==> config.mk <==
export PLATFORM = sky130hd
export DESIGN_NAME = async_exc_router
export DESIGN_NICKNAME = d
export VERILOG_FILES = /design/src/rtl/aer_pkg.sv /design/src/rtl/aer_route.sv /design/src/rtl/aer_select.sv /design/src/rtl/aer_synd.sv /design/src/rtl/async_exc_router.sv
export SDC_FILE = /design/constraint.sdc
export NUM_CORES = 1
export LEC_CHECK = 0
export BUFFER_PORTS_ARGS = -buffer_cell sky130_fd_sc_hd__buf_2
export CAP_MARGIN = 0
export CORE_AREA = 2 2 94 96
export DETAILED_ROUTE_END_ITERATION = 10
export DIE_AREA = 0 0 96 98
export PLACE_DENSITY = 0.87
export SLEW_MARGIN = 20
export SYNTH_ARGS = -nofsm -noshare
export SYNTH_HDL_FRONTEND = slang
export SYNTH_HIERARCHICAL = 1
export SYNTH_SLANG_ARGS = --single-unit
export TNS_END_PERCENT = 1
==> constraint.sdc <==
create_clock -name clk -period 8.1 [get_ports clk]
set_input_delay 1.62 -clock clk [delete_from_list [all_inputs] [get_ports clk]]
set_output_delay 1.62 -clock clk [all_outputs]
set_load 0.005 [all_outputs]
==> src/rtl/aer_pkg.sv <==
package aer_pkg;
  localparam int NSRC  = 6;
  localparam int SYN_W = 24;
  localparam int OFF_W = 12;

  localparam int S_PSERR = 0;
  localparam int S_PFIQ  = 1;
  localparam int S_PIRQ  = 2;
  localparam int S_VSERR = 3;
  localparam int S_VFIQ  = 4;
  localparam int S_VIRQ  = 5;

  typedef enum logic [1:0] {
    K_NONE = 2'd0,
    K_IRQ  = 2'd1,
    K_FIQ  = 2'd2,
    K_SERR = 2'd3
  } kind_t;

  typedef struct packed {
    kind_t      kind;
    logic       virt;
    logic [1:0] tgt;
  } desc_t;

  function automatic logic [OFF_W-1:0] vec_of(kind_t k);
    case (k)
      K_IRQ:   return OFF_W'(12'h080);
      K_FIQ:   return OFF_W'(12'h100);
      K_SERR:  return OFF_W'(12'h180);
      default: return '0;
    endcase
  endfunction
endpackage

==> src/rtl/aer_route.sv <==
module aer_route (
  input  logic [1:0] cur_lvl,
  input  logic       lvl3_present,
  input  logic       lvl2_active,
  input  logic       rt3_fiq,
  input  logic       rt3_irq,
  input  logic       rt3_abort,
  input  logic       trap_gen,
  input  logic       ovr_fiq,
  input  logic       ovr_irq,
  input  logic       ovr_abort,
  input  logic       host_mode,
  output logic [1:0] tgt_pfiq,
  output logic [1:0] tgt_pirq,
  output logic [1:0] tgt_pserr,
  output logic       ok_vserr,
  output logic       ok_vfiq,
  output logic       ok_virq
);
  logic low_lvl;
  logic at_l2;
  logic at_l3;
  logic l2_fiq, l2_irq, l2_serr;
  logic guest_gate;

  assign low_lvl = (cur_lvl == 2'd0) || (cur_lvl == 2'd1);
  assign at_l2   = (cur_lvl == 2'd2);
  assign at_l3   = (cur_lvl == 2'd3);

  // level-2 capture terms for physical sources taken below level 2
  assign l2_fiq  = low_lvl && lvl2_active && (trap_gen || ovr_fiq);
  assign l2_irq  = low_lvl && lvl2_active && (trap_gen || ovr_irq);
  assign l2_serr = low_lvl && lvl2_active && (trap_gen || (!host_mode && ovr_abort));

  // fast and normal interrupts: an interrupt seen at level 3 stays at level 3
  always_comb begin
    if ((lvl3_present && rt3_fiq) || at_l3) tgt_pfiq = 2'd3;
    else if (at_l2 || l2_fiq)               tgt_pfiq = 2'd2;
    else                                    tgt_pfiq = 2'd1;
  end

  always_comb begin
    if ((lvl3_present && rt3_irq) || at_l3) tgt_pirq = 2'd3;
    else if (at_l2 || l2_irq)               tgt_pirq = 2'd2;
    else                                    tgt_pirq = 2'd1;
  end

  always_comb begin
    if (at_l3 || (lvl3_present && rt3_abort)) tgt_pserr = 2'd3;
    else if (at_l2 || l2_serr)                tgt_pserr = 2'd2;
    else                                      tgt_pserr = 2'd1;
  end

  // virtual sources: guest context with level 2 enabled and no general trap
  assign guest_gate = low_lvl && lvl2_active && !trap_gen;
  assign ok_vserr   = guest_gate && ovr_abort;
  assign ok_vfiq    = guest_gate && ovr_fiq;
  assign ok_virq    = guest_gate && ovr_irq;
endmodule

==> src/rtl/aer_select.sv <==
module aer_select #(
  parameter int N = 6
) (
  input  logic [N-1:0] req,
  output logic [N-1:0] grant,
  output logic         any
);
  logic [N:0] seen;

  assign seen[0] = 1'b0;

  for (genvar i = 0; i < N; i++) begin : g_chain
    assign grant[i]  = req[i] & ~seen[i];
    assign seen[i+1] = seen[i] | req[i];
  end

  assign any = seen[N];
endmodule

==> src/rtl/aer_synd.sv <==
module aer_synd
  import aer_pkg::*;
#(
  parameter bit HAS_RELIAB = 1'b1
) (
  input  kind_t            kind,
  input  logic             virt,
  input  logic             serr_flag,
  input  logic [SYN_W-1:0] serr_synd,
  input  logic             vsyn_flag,
  input  logic [SYN_W-1:0] vsyn_val,
  output logic [SYN_W:0]   synd
);
  always_comb begin
    synd = '0;
    if (kind == K_SERR) begin
      if (!virt) begin
        synd = {serr_flag, serr_synd};
      end else if (HAS_RELIAB) begin
        synd = {vsyn_flag, vsyn_val};
      end else begin
        synd = {serr_flag, (serr_flag ? serr_synd : {SYN_W{1'b0}})};
      end
    end
  end
endmodule

==> src/rtl/async_exc_router.sv <==
module async_exc_router
  import aer_pkg::*;
#(
  parameter int ADDR_W     = 64,
  parameter bit HAS_RELIAB = 1'b1
) (
  input  logic                 clk,
  input  logic                 rst,
  input  logic                 pend_phys_serr,
  input  logic                 pend_phys_fiq,
  input  logic                 pend_phys_irq,
  input  logic                 pend_virt_serr,
  input  logic                 pend_virt_fiq,
  input  logic                 pend_virt_irq,
  input  logic [1:0]           cur_lvl,
  input  logic                 lvl3_present,
  input  logic                 lvl2_active,
  input  logic                 rt3_fiq,
  input  logic                 rt3_irq,
  input  logic                 rt3_abort,
  input  logic                 trap_gen,
  input  logic                 ovr_fiq,
  input  logic                 ovr_irq,
  input  logic                 ovr_abort,
  input  logic                 host_mode,
  input  logic                 serr_flag,
  input  logic [23:0]          serr_synd,
  input  logic                 vsyn_flag,
  input  logic [23:0]          vsyn_val,
  input  logic [ADDR_W-1:0]    cur_pc,
  output logic                 take_o,
  output logic [1:0]           tgt_lvl_o,
  output logic [11:0]          vec_off_o,
  output logic [1:0]           exc_kind_o,
  output logic                 virt_o,
  output logic [24:0]          synd_o,
  output logic [ADDR_W-1:0]    ret_addr_o,
  output logic                 clr_phys_serr_o,
  output logic                 clr_virt_serr_o
);
  localparam int DW = $bits(desc_t);

  logic [1:0]      tgt_pfiq, tgt_pirq, tgt_pserr;
  logic            ok_vserr, ok_vfiq, ok_virq;
  logic [NSRC-1:0] req;
  logic [NSRC-1:0] grant;
  logic            any;
  desc_t           src_d [NSRC];
  logic [DW-1:0]   acc [NSRC+1];
  desc_t           sel;
  logic [SYN_W:0]  synd_n;

  aer_route u_route (
    .cur_lvl      (cur_lvl),
    .lvl3_present (lvl3_present),
    .lvl2_active  (lvl2_active),
    .rt3_fiq      (rt3_fiq),
    .rt3_irq      (rt3_irq),
    .rt3_abort    (rt3_abort),
    .trap_gen     (trap_gen),
    .ovr_fiq      (ovr_fiq),
    .ovr_irq      (ovr_irq),
    .ovr_abort    (ovr_abort),
    .host_mode    (host_mode),
    .tgt_pfiq     (tgt_pfiq),
    .tgt_pirq     (tgt_pirq),
    .tgt_pserr    (tgt_pserr),
    .ok_vserr     (ok_vserr),
    .ok_vfiq      (ok_vfiq),
    .ok_virq      (ok_virq)
  );

  // request vector in priority order, index 0 highest
  assign req[S_PSERR] = pend_phys_serr;
  assign req[S_PFIQ]  = pend_phys_fiq;
  assign req[S_PIRQ]  = pend_phys_irq;
  assign req[S_VSERR] = pend_virt_serr & ok_vserr;
  assign req[S_VFIQ]  = pend_virt_fiq  & ok_vfiq;
  assign req[S_VIRQ]  = pend_virt_irq  & ok_virq;

  assign src_d[S_PSERR] = '{kind: K_SERR, virt: 1'b0, tgt: tgt_pserr};
  assign src_d[S_PFIQ]  = '{kind: K_FIQ,  virt: 1'b0, tgt: tgt_pfiq};
  assign src_d[S_PIRQ]  = '{kind: K_IRQ,  virt: 1'b0, tgt: tgt_pirq};
  assign src_d[S_VSERR] = '{kind: K_SERR, virt: 1'b1, tgt: 2'd1};
  assign src_d[S_VFIQ]  = '{kind: K_FIQ,  virt: 1'b1, tgt: 2'd1};
  assign src_d[S_VIRQ]  = '{kind: K_IRQ,  virt: 1'b1, tgt: 2'd1};

  aer_select #(.N(NSRC)) u_sel (
    .req   (req),
    .grant (grant),
    .any   (any)
  );

  // one-hot AND-OR mux of the granted descriptor
  assign acc[0] = '0;
  for (genvar i = 0; i < NSRC; i++) begin : g_mux
    assign acc[i+1] = acc[i] | (grant[i] ? DW'(src_d[i]) : {DW{1'b0}});
  end
  assign sel = desc_t'(acc[NSRC]);

  aer_synd #(.HAS_RELIAB(HAS_RELIAB)) u_synd (
    .kind      (sel.kind),
    .virt      (sel.virt),
    .serr_flag (serr_flag),
    .serr_synd (serr_synd),
    .vsyn_flag (vsyn_flag),
    .vsyn_val  (vsyn_val),
    .synd      (synd_n)
  );

  always_ff @(posedge clk) begin
    if (rst) begin
      take_o          <= 1'b0;
      tgt_lvl_o       <= '0;
      vec_off_o       <= '0;
      exc_kind_o      <= '0;
      virt_o          <= 1'b0;
      synd_o          <= '0;
      ret_addr_o      <= '0;
      clr_phys_serr_o <= 1'b0;
      clr_virt_serr_o <= 1'b0;
    end else begin
      take_o          <= any;
      tgt_lvl_o       <= sel.tgt;
      vec_off_o       <= vec_of(sel.kind);
      exc_kind_o      <= sel.kind;
      virt_o          <= sel.virt;
      synd_o          <= synd_n;
      ret_addr_o      <= any ? cur_pc : '0;
      clr_phys_serr_o <= grant[S_PSERR];
      clr_virt_serr_o <= grant[S_VSERR];
    end
  end
endmodule

==> impl_metrics.toml, run 1 <==
[timing]
fin_tns_setup_ns = 0
hold_violations = 0
slew_violations = 0
rsz0062_at_grt = "no"
max_freq_mhz = 259
finalCritPeriodShare_pct = 47.7
holdWs_ns = 1.46
min_period_ns = 3.86
finalSetupViolCount = 0
max_slew_margin_pct = 35.6
worstMarginPinSlew_ns = 0.963

[grt]
grt-ovfl-total = 0
use_met2_pct = 33.2
grt_antenna_before_repair = 0
busiest_layer = "met2"
grt_util_met3_pct = 7.33
met1_usage_pct = 16.8
grt_usage_pct = 17.8
grt_pass1_vias = 2801
grt_start_max_net_pins = 66
grt_pass1_wl_um = 12800

[logic_synthesis]
seq_area_frac_synth_pct = 57.9
synthFlopType = "dfxtp_1"
yosysMostFrequentCell = "dfxtp_1"
ys_ff_latch = 99
ys_warn_count = 6
synth_common_cells = "dfxtp_1, and2_1, nor2b_1"
synthTopCellsByArea = "dfxtp_1, and2_1, mux2i_1"
syn_area_um2 = 3420
syn_avg_cell_area_um2 = 10.9
yosysUniqueCellTypes = 28
yosys.area.top_type_share_pct = 57.9
syn_inst = 315
async_flop_share_pct = 0
yosysTopAreaCell = "dfxtp_1"
synth_enable_flop_cells = 0

[placement]
io_buffers = 232
dpl.hpwl_um = 6640
dpl-instance-area_um2 = 4580
routabilityCongestion = 0.768

[detailed_routing]
wl_per_cell_um = 13.0
wl_um = 8510
avgViaCountPerCell = 4.36
drc = 0
drt_first_pass_iters = 5
vias = 2853
drt_iter0_drc = 34
ant_nets = 0

[layout]
nets = 676
stdcell_area_um2 = 4770
layout-drive-gt1-share_pct = 47.2
area_growth_pct = 39.5
diodes = 0

[die]
core_area_um2 = 8470
start_util_pct = 40.4
ios = 243
chipWidth_um = 96
fp.dieH_um = 98
num_rows = 34
die_area_um2 = 9410

[power_and_ir_drop]
p_leak_nw = 2.44
ir_worst_vdd_mv = 0.0766
powerDensity_nw_per_um2 = 196

[critical_path]
crit_type = "primary input to register"
crit_path_start_kind = "primary input"
crit_required_ns = 8.38
end_kind = "register"
cp_max_fo = 25
critical_path_arrival_ns = 4.14

[cts]
cts-htree-levels = 3
clock-root-buffer = "clkbuf_8"
clkTransAtPathRegs_ns = 0.10
cts_buffers = 9
cts_tree = "done"
postCtsHoldBufs = 0
cts_resized = 0
clock_sinks = 99
postCtsSetupRepairBufs = 0
cts_buffer_depth = 2

[run_status]
outcome = "finished clean"

[worst_hold_path]
hold_class = "primary input to register"

[job]
maxCapViolations = 0
worst max-delay path: stages:
cell	delay (ns)
buf_2	0.10
nand2b_4	0.13
nor2_1	0.05
and2_1	0.15
and2_1	0.14
or4_4	0.48
nor3b_1	0.30
or4_4	0.19
nand2_1	0.51
nor2_1	0.30
nor2b_1	0.16
sequential cells by signal, indices dropped and copies added (netlist names):
| signal | cells |
|---|---|
| clr_phys_serr_o | 1 |
| clr_virt_serr_o | 1 |
| exc_kind_o | 2 |
| ret_addr_o | 64 |
| synd_o | 25 |
| take_o | 1 |
| tgt_lvl_o | 2 |
| vec_off_o | 2 |
| virt_o | 1 |
cells in the final DEF, fill, tap and decap left out, types with 3 or more instances in the layout:
cell	instances
buf_2	232
conb_1	10
a21oi_1	4
and2_1	70
clkbuf_8	10
nor2_1	31
or4_4	3
nand2_1	3
nor2b_4	3
clkinv_4	4
mux2i_1	25
nor2b_1	31
nand2b_1	3
dfxtp_1	99
report_power, final:
part | total (mW) | switching, mW | internal [mW]
sequential | 0.518 | 0.00588 | 0.512
combinational | 0.111 | 0.0485 | 0.0627
clock | 0.304 | 0.177 | 0.127
cell families after synthesis:
logic type	synth area share [%]
AO/OA/AOI/OAI	2.30
AND/OR/NAND/NOR	26.6
flip-flops	57.9
multiplexers	7.32
other	0.110
buffers and inverters	5.78
stage by stage:
step	total power [mW]	std cells	worst slack [ns]	utilization [%]
final	0.934	655	4.24	56.4
after CTS	0.948	655	4.22	56.4
after detailed placement	0.643	639	3.84	54.0
after global placement	0.639	639	3.94	54.0
after floorplan	0.582	324	4.42	-
after global routing	0.980	655	3.97	56.4
routing by layer:
metal / wire length, um / vias to the layer above
met5: 0 / -
met4: 159 / 0
met3: 841 / 17
met2: 4480 / 133
met1: 3030 / 1280
li1: - / 1423
worst paths after layout:
| path | from | end | slack, ns | cells after the start |
|---|---|---|---|---|
| max | cur_lvl[1] | synd_o[15] | 4.24 | 11 |
| min | cur_pc[44] | ret_addr_o[44] | 1.46 | 2 |
final cells by class:
cell class / count / area (um^2)
clock buffer: 10 / 138
clock inverter: 6 / 57.6
fill: 783 / 3690
inverter: 2 / 7.51
multi-input combinational: 197 / 1280
sequential: 99 / 1980
tap: 108 / 135
timing repair buffer: 233 / 1170
Power figures use the tool's default switching activity.
==> run 2, diff against run 1 <==
--- a/config.mk
+++ b/config.mk
@@ -7,10 +7,10 @@
 export LEC_CHECK = 0
 export BUFFER_PORTS_ARGS = -buffer_cell sky130_fd_sc_hd__buf_2
 export CAP_MARGIN = 0
-export CORE_AREA = 2 2 94 96
+export CORE_MARGIN = 1.5
+export CORE_UTILIZATION = 37
 export DETAILED_ROUTE_END_ITERATION = 10
-export DIE_AREA = 0 0 96 98
-export PLACE_DENSITY = 0.87
+export PLACE_DENSITY = 0.83
 export SLEW_MARGIN = 20
 export SYNTH_ARGS = -nofsm -noshare
 export SYNTH_HDL_FRONTEND = slang
==> constraint.sdc (replaced) <==
create_clock -name clk -period 3.25 [get_ports clk]
set_input_delay 0.65 -clock clk [delete_from_list [all_inputs] [get_ports clk]]
set_output_delay 0.65 -clock clk [all_outputs]
set_load 0.005 [all_outputs]
==> run 2 against run 1 <==
  * Worst setup slack worse by 3.7 ns
  * Global-route usage is 0.34 points lower
  * Utilization is 1.8 points lower
  * Clock power grew to 2.8 times the previous value
  * Non-clock buffer count is 1 higher
==> impl_metrics.toml, run 2 (synthesis results as in run 1) <==
[die]
chipWidth_um = 99.2
fp.dieH_um = 99.2
core_area_um2 = 8850
start_util_pct = 38.7
num_rows = 34
die_area_um2 = 9830
ios = 243

[timing]
slew_violations = 0
max_slew_margin_pct = 33.8
max_freq_mhz = 367
fin_tns_setup_ns = 0
finalSetupViolCount = 0
min_period_ns = 2.72
finalCritPeriodShare_pct = 83.8
worstMarginPinSlew_ns = 0.990
hold_violations = 0
rsz0062_at_grt = "no"
worst_slack_ns = 0.526

[job]
maxCapViolations = 0

[placement]
dpl.hpwl_um = 6890
routabilityCongestion = 0.805
io_buffers = 232
pre_cts_ws_ns = 0.159

[grt]
grt_pass1_vias = 2889
grt_start_max_net_pins = 66
grt_antenna_before_repair = 0
busiest_layer = "met2"
grt_util_met3_pct = 5.55
met1_usage_pct = 17.1
grt-ovfl-total = 0
use_met2_pct = 34.2
grt_usage_pct = 17.4
grt_pass1_wl_um = 13400

[detailed_routing]
vias = 2893
drc = 0
wl_per_cell_um = 13.6
wl_um = 8930
avgViaCountPerCell = 4.41
drt_first_pass_iters = 6
ant_nets = 0
drt_iter0_drc = 59

[cts]
cts_buffer_depth = 2
cts_resized = 0
clkTransAtPathRegs_ns = 0.11
cts_tree = "done"
clock_sinks = 99
cts-htree-levels = 3
postCtsHoldBufs = 0
postCtsSetupRepairBufs = 0
cts_buffers = 9
clock-root-buffer = "clkbuf_8"

[layout]
largest_register_ffs = 64
fillers = 767
layout-drive-gt1-share_pct = 47.3
regMostFlops = "ret_addr_o"
layout_common_cells = "buf_2, dfxtp_1, and2_1"
nets = 677
reg_top3 = "ret_addr_o: 64 flops, synd_o: 25 flops"
final_common_cell = "buf_2"
diodes = 0
area_growth_pct = 41.1

[critical_path]
crit_required_ns = 3.47
crit_path_start_kind = "primary input"
end_kind = "register"
critical_path_arrival_ns = 2.94
crit_type = "primary input to register"
cp_max_fo = 25

[power_and_ir_drop]
ir_worst_vdd_mv = 0.263
powerDensity_nw_per_um2 = 502
p_leak_nw = 2.46

[worst_hold_path]
min_from = "cur_pc[35]"
hold_class = "primary input to register"
whs_endpoint = "ret_addr_o[35]"
min_path_cells = 2

[run_status]
outcome = "finished clean"
-- run 2: cell type report --
type / count / area (um^2) / area share, %
Sequential cell: 99 / 1980 / 41.0
Multi-Input combinational cell: 197 / 1280 / 26.6
Timing Repair Buffer: 234 / 1200 / 24.9
Tap cell: 108 / 135 / 2.80
Clock buffer: 9 / 124 / 2.57
Clock inverter: 7 / 96.3 / 2.00
Inverter: 2 / 7.51 / 0.155
-- run 2: power by group --
group / switching, mW / leakage [nW] / internal, mW
clock network: 0.465 / 0.108 / 0.380
logic: 0.125 / 1.53 / 0.160
registers: 0.0144 / 0.819 / 1.28
-- run 2: metal layers --
| metal | wire [um] | part of all wire, % |
|---|---|---|
| met4 | 167 | 1.9 |
| met2 | 4770 | 53 |
| met5 | 0 | 0 |
| met1 | 3290 | 37 |
| met3 | 690 | 7.7 |
-- run 2: worst max-delay path by stage --
stage / start / to / slack (ns) / cells past startpoint
finish: cur_lvl[1] / synd_o[18] / 0.53 / 13
global route: cur_lvl[1] / synd_o[17] / 0.45 / 13
CTS: cur_lvl[1] / synd_o[18] / 0.54 / 13
detailed placement: cur_lvl[1] / synd_o[18] / 0.16 / 13
global placement: cur_lvl[1] / synd_o[20] / 0.33 / 13
floorplan: cur_lvl[1] / synd_o[10] / 0.54 / 13
-- run 2: per-stage QoR --
step           std cells  instance area (um^2)  hold WS [ns]  total power, mW  utilization, %
2_1_floorplan        324                  3450         0.722             1.45               -
5_1_grt              656                  4830         0.461             2.53            54.6
6_report             656                  4830         0.486             2.42            54.6
3_3_place_gp         640                  4610         0.850             1.60            52.1
3_5_place_dp         640                  4610         0.853             1.61            52.1
4_1_cts              656                  4830         0.466             2.45            54.6
-- run 2: worst max-delay path, cell delays in order --
cell	delay, ns
buf_2	0.10
nand2b_4	0.13
nor2_1	0.05
and2_1	0.16
and2_1	0.14
or4_4	0.49
nor3b_1	0.30
nor3_1	0.13
inv_1	0.14
buf_12	0.22
mux2i_1	0.24
nor2_1	0.06
nor2b_1	0.13
==> run 3, diff against run 2 <==
--- a/config.mk
+++ b/config.mk
@@ -5,12 +5,13 @@
 export SDC_FILE = /design/constraint.sdc
 export NUM_CORES = 1
 export LEC_CHECK = 0
+export ABC_AREA = 1
 export BUFFER_PORTS_ARGS = -buffer_cell sky130_fd_sc_hd__buf_2
 export CAP_MARGIN = 0
 export CORE_MARGIN = 1.5
-export CORE_UTILIZATION = 37
+export CORE_UTILIZATION = 40
 export DETAILED_ROUTE_END_ITERATION = 10
-export PLACE_DENSITY = 0.83
+export PLACE_DENSITY = 0.84
 export SLEW_MARGIN = 20
 export SYNTH_ARGS = -nofsm -noshare
 export SYNTH_HDL_FRONTEND = slang
==> constraint.sdc (replaced) <==
create_clock -name clk -period 2.4 [get_ports clk]
set_input_delay 0.48 -clock clk [delete_from_list [all_inputs] [get_ports clk]]
set_output_delay 0.48 -clock clk [all_outputs]
set_load 0.005 [all_outputs]
==> run 3 against run 2 <==
  * Sequential share of layout area decreased by 5.5 points
  * Clock power increased by 16%
  * Non-clock buffer count increased by 8
  * Final cell count increased by 37%
  * Die area increased by 13%
  * Sequential cell count unchanged
==> impl_metrics.toml, run 3 <==
[run_status]
outcome = "finished clean"

[critical_path]
crit_path_start_kind = "primary input"
end_kind = "register"
crit_required_ns = 2.68
cp_max_fo = 51
crit_type = "primary input to register"
critical_path_arrival_ns = 2.23

[grt]
grt_usage_pct = 15.8
grt-ovfl-total = 0
grt_antenna_before_repair = 0
grt_start_max_net_pins = 52
grt_pass1_wl_um = 14200
grt_pass1_vias = 3185

[timing]
holdWs_ns = 0.323
hold_violations = 0
max_freq_mhz = 512
rsz0062_at_grt = "no"
finalSetupViolCount = 0
min_period_ns = 1.95
finalCritPeriodShare_pct = 81.4
worst_slack_ns = 0.447
fin_tns_setup_ns = 0
slew_violations = 0

[power_and_ir_drop]
powerDensity_nw_per_um2 = 583
ir_worst_vdd_mv = 0.287
p_leak_nw = 3.22

[job]
maxCapViolations = 0

[logic_synthesis]
yosys.area.top_type_share_pct = 47.1
synthTopCellsByArea = "dfxtp_1, nor2_4, inv_1"
seq_area_frac_synth_pct = 47.1
ys_warn_count = 6
synthFlopType = "dfxtp_1"
syn_area_um2 = 4210
yosysMostFrequentCell = "inv_1"
synth_enable_flop_cells = 0
ys_ff_latch = 99
yosysUniqueCellTypes = 23
async_flop_share_pct = 0
syn_avg_cell_area_um2 = 8.01
syn_inst = 525
synth_common_cells = "inv_1, nor2_1, dfxtp_1"
yosysTopAreaCell = "dfxtp_1"

[placement]
io_buffers = 232
dpl-instance-area_um2 = 5390
dpl.hpwl_um = 7190
pre_cts_ws_ns = 0.0933
routabilityCongestion = 0.832

[detailed_routing]
drt_first_pass_iters = 4
ant_nets = 0
vias = 3582
drt_iter0_drc = 97
avgViaCountPerCell = 3.99
drc = 0
wl_um = 8910
wl_per_cell_um = 9.92

[die]
chipWidth_um = 106
ios = 243
die_area_um2 = 11100
num_rows = 37
start_util_pct = 40.9
fp.dieH_um = 106
core_area_um2 = 10300

[layout]
reg_top3 = "ret_addr_o: 64 flops, synd_o: 25 flops"
stdcell_area_um2 = 5570
regMostFlops = "ret_addr_o"
layout-drive-gt1-share_pct = 41.9
layout_common_cells = "buf_2, inv_1, nor2_1"
diodes = 0
utilization_pct = 54.2
nets = 891
area_growth_pct = 32.5
largest_register_ffs = 64
final_common_cell = "buf_2"
fillers = 984

[cts]
postCtsHoldBufs = 0
clkTransAtPathRegs_ns = 0.10
cts_tree = "done"
clock_sinks = 99
cts_resized = 0
postCtsSetupRepairBufs = 0
cts-htree-levels = 3
clock-root-buffer = "clkbuf_8"
cts_buffer_depth = 2
cts_buffers = 9

[worst_hold_path]
hold_class = "primary input to register"
[run 3: cell types whose count changed in the layout (fill, tap and decap cells not counted), sizes merged, moves of 3 or more]
cell,delta
nand3,+7
nand2b,-4
nand2,+80
and2,-71
inv,+137
a21oi,-3
nor2,+124
mux2i,-25
buf,+8
nor2b,-34
a31oi,+4
or4,-3
[run 3: final cells by class]
cell class / instances / area (um^2) / area share, %
sequential: 99 / 1980 / 35.6
tap: 136 / 170 / 3.05
inverter: 140 / 528 / 9.47
multi-input combinational: 265 / 1430 / 25.7
clock inverter: 6 / 47.5 / 0.853
timing repair buffer: 242 / 1270 / 22.9
clock buffer: 10 / 138 / 2.47
[run 3: cells by family (layout without fill, tap and decap cells)]
group / after synthesis / after routing / share of synthesized area [%]
other: 1 / 10 / 0.0892
buffers and inverters: 170 / 398 / 19.8
DFF: 99 / 99 / 47.1
and+or+nand+nor: 248 / 248 / 31.9
AOI/OAI and AO/OA: 7 / 7 / 1.13
[run 3: critical path, cell delays in order]
cell and delay (ns):
buf_2 0.13, nor2_4 0.15, nand2_2 0.07, nor2_1 0.09, nand2_1 0.05, inv_1 0.04
inv_1 0.06, nand3_2 0.09, nor2_1 0.04, nor2_1 0.24, nand2_1 0.09, buf_4 0.27
nand2_1 0.12, nand2_1 0.06, nor2_1 0.11, inv_1 0.05, nor2_1 0.07
[run 3: report_power, final]
group | internal [mW] | total, mW | switching [mW]
registers | 1.73 | 1.75 | 0.0208
logic | 0.242 | 0.516 | 0.274
clock network | 0.414 | 0.984 | 0.570
[run 3: through the flow]
| stage | power [mW] | instances |
|---|---|---|
| floorplan | 2.10 | 534 |
| CTS | 3.31 | 898 |
| finish | 3.25 | 898 |
| detailed placement | 2.31 | 882 |
| global placement | 2.30 | 882 |
| global route | 3.44 | 898 |
[run 3: final timing paths]
| path | start | endpoint | cells past startpoint |
|---|---|---|---|
| max | cur_lvl[1] | synd_o[0] | 17 |
| min | cur_pc[5] | ret_addr_o[5] | 3 |
[run 3: routing by layer]
metal	vias to the layer above	track usage [%]	wire [um]	share of wire, %
met5	-	0	0	0
met4	0	7.82	262	2.9
met3	22	3.59	649	7.3
met2	140	28.6	4510	51
met1	1535	17.3	3490	39
li1	1885	-	-	-
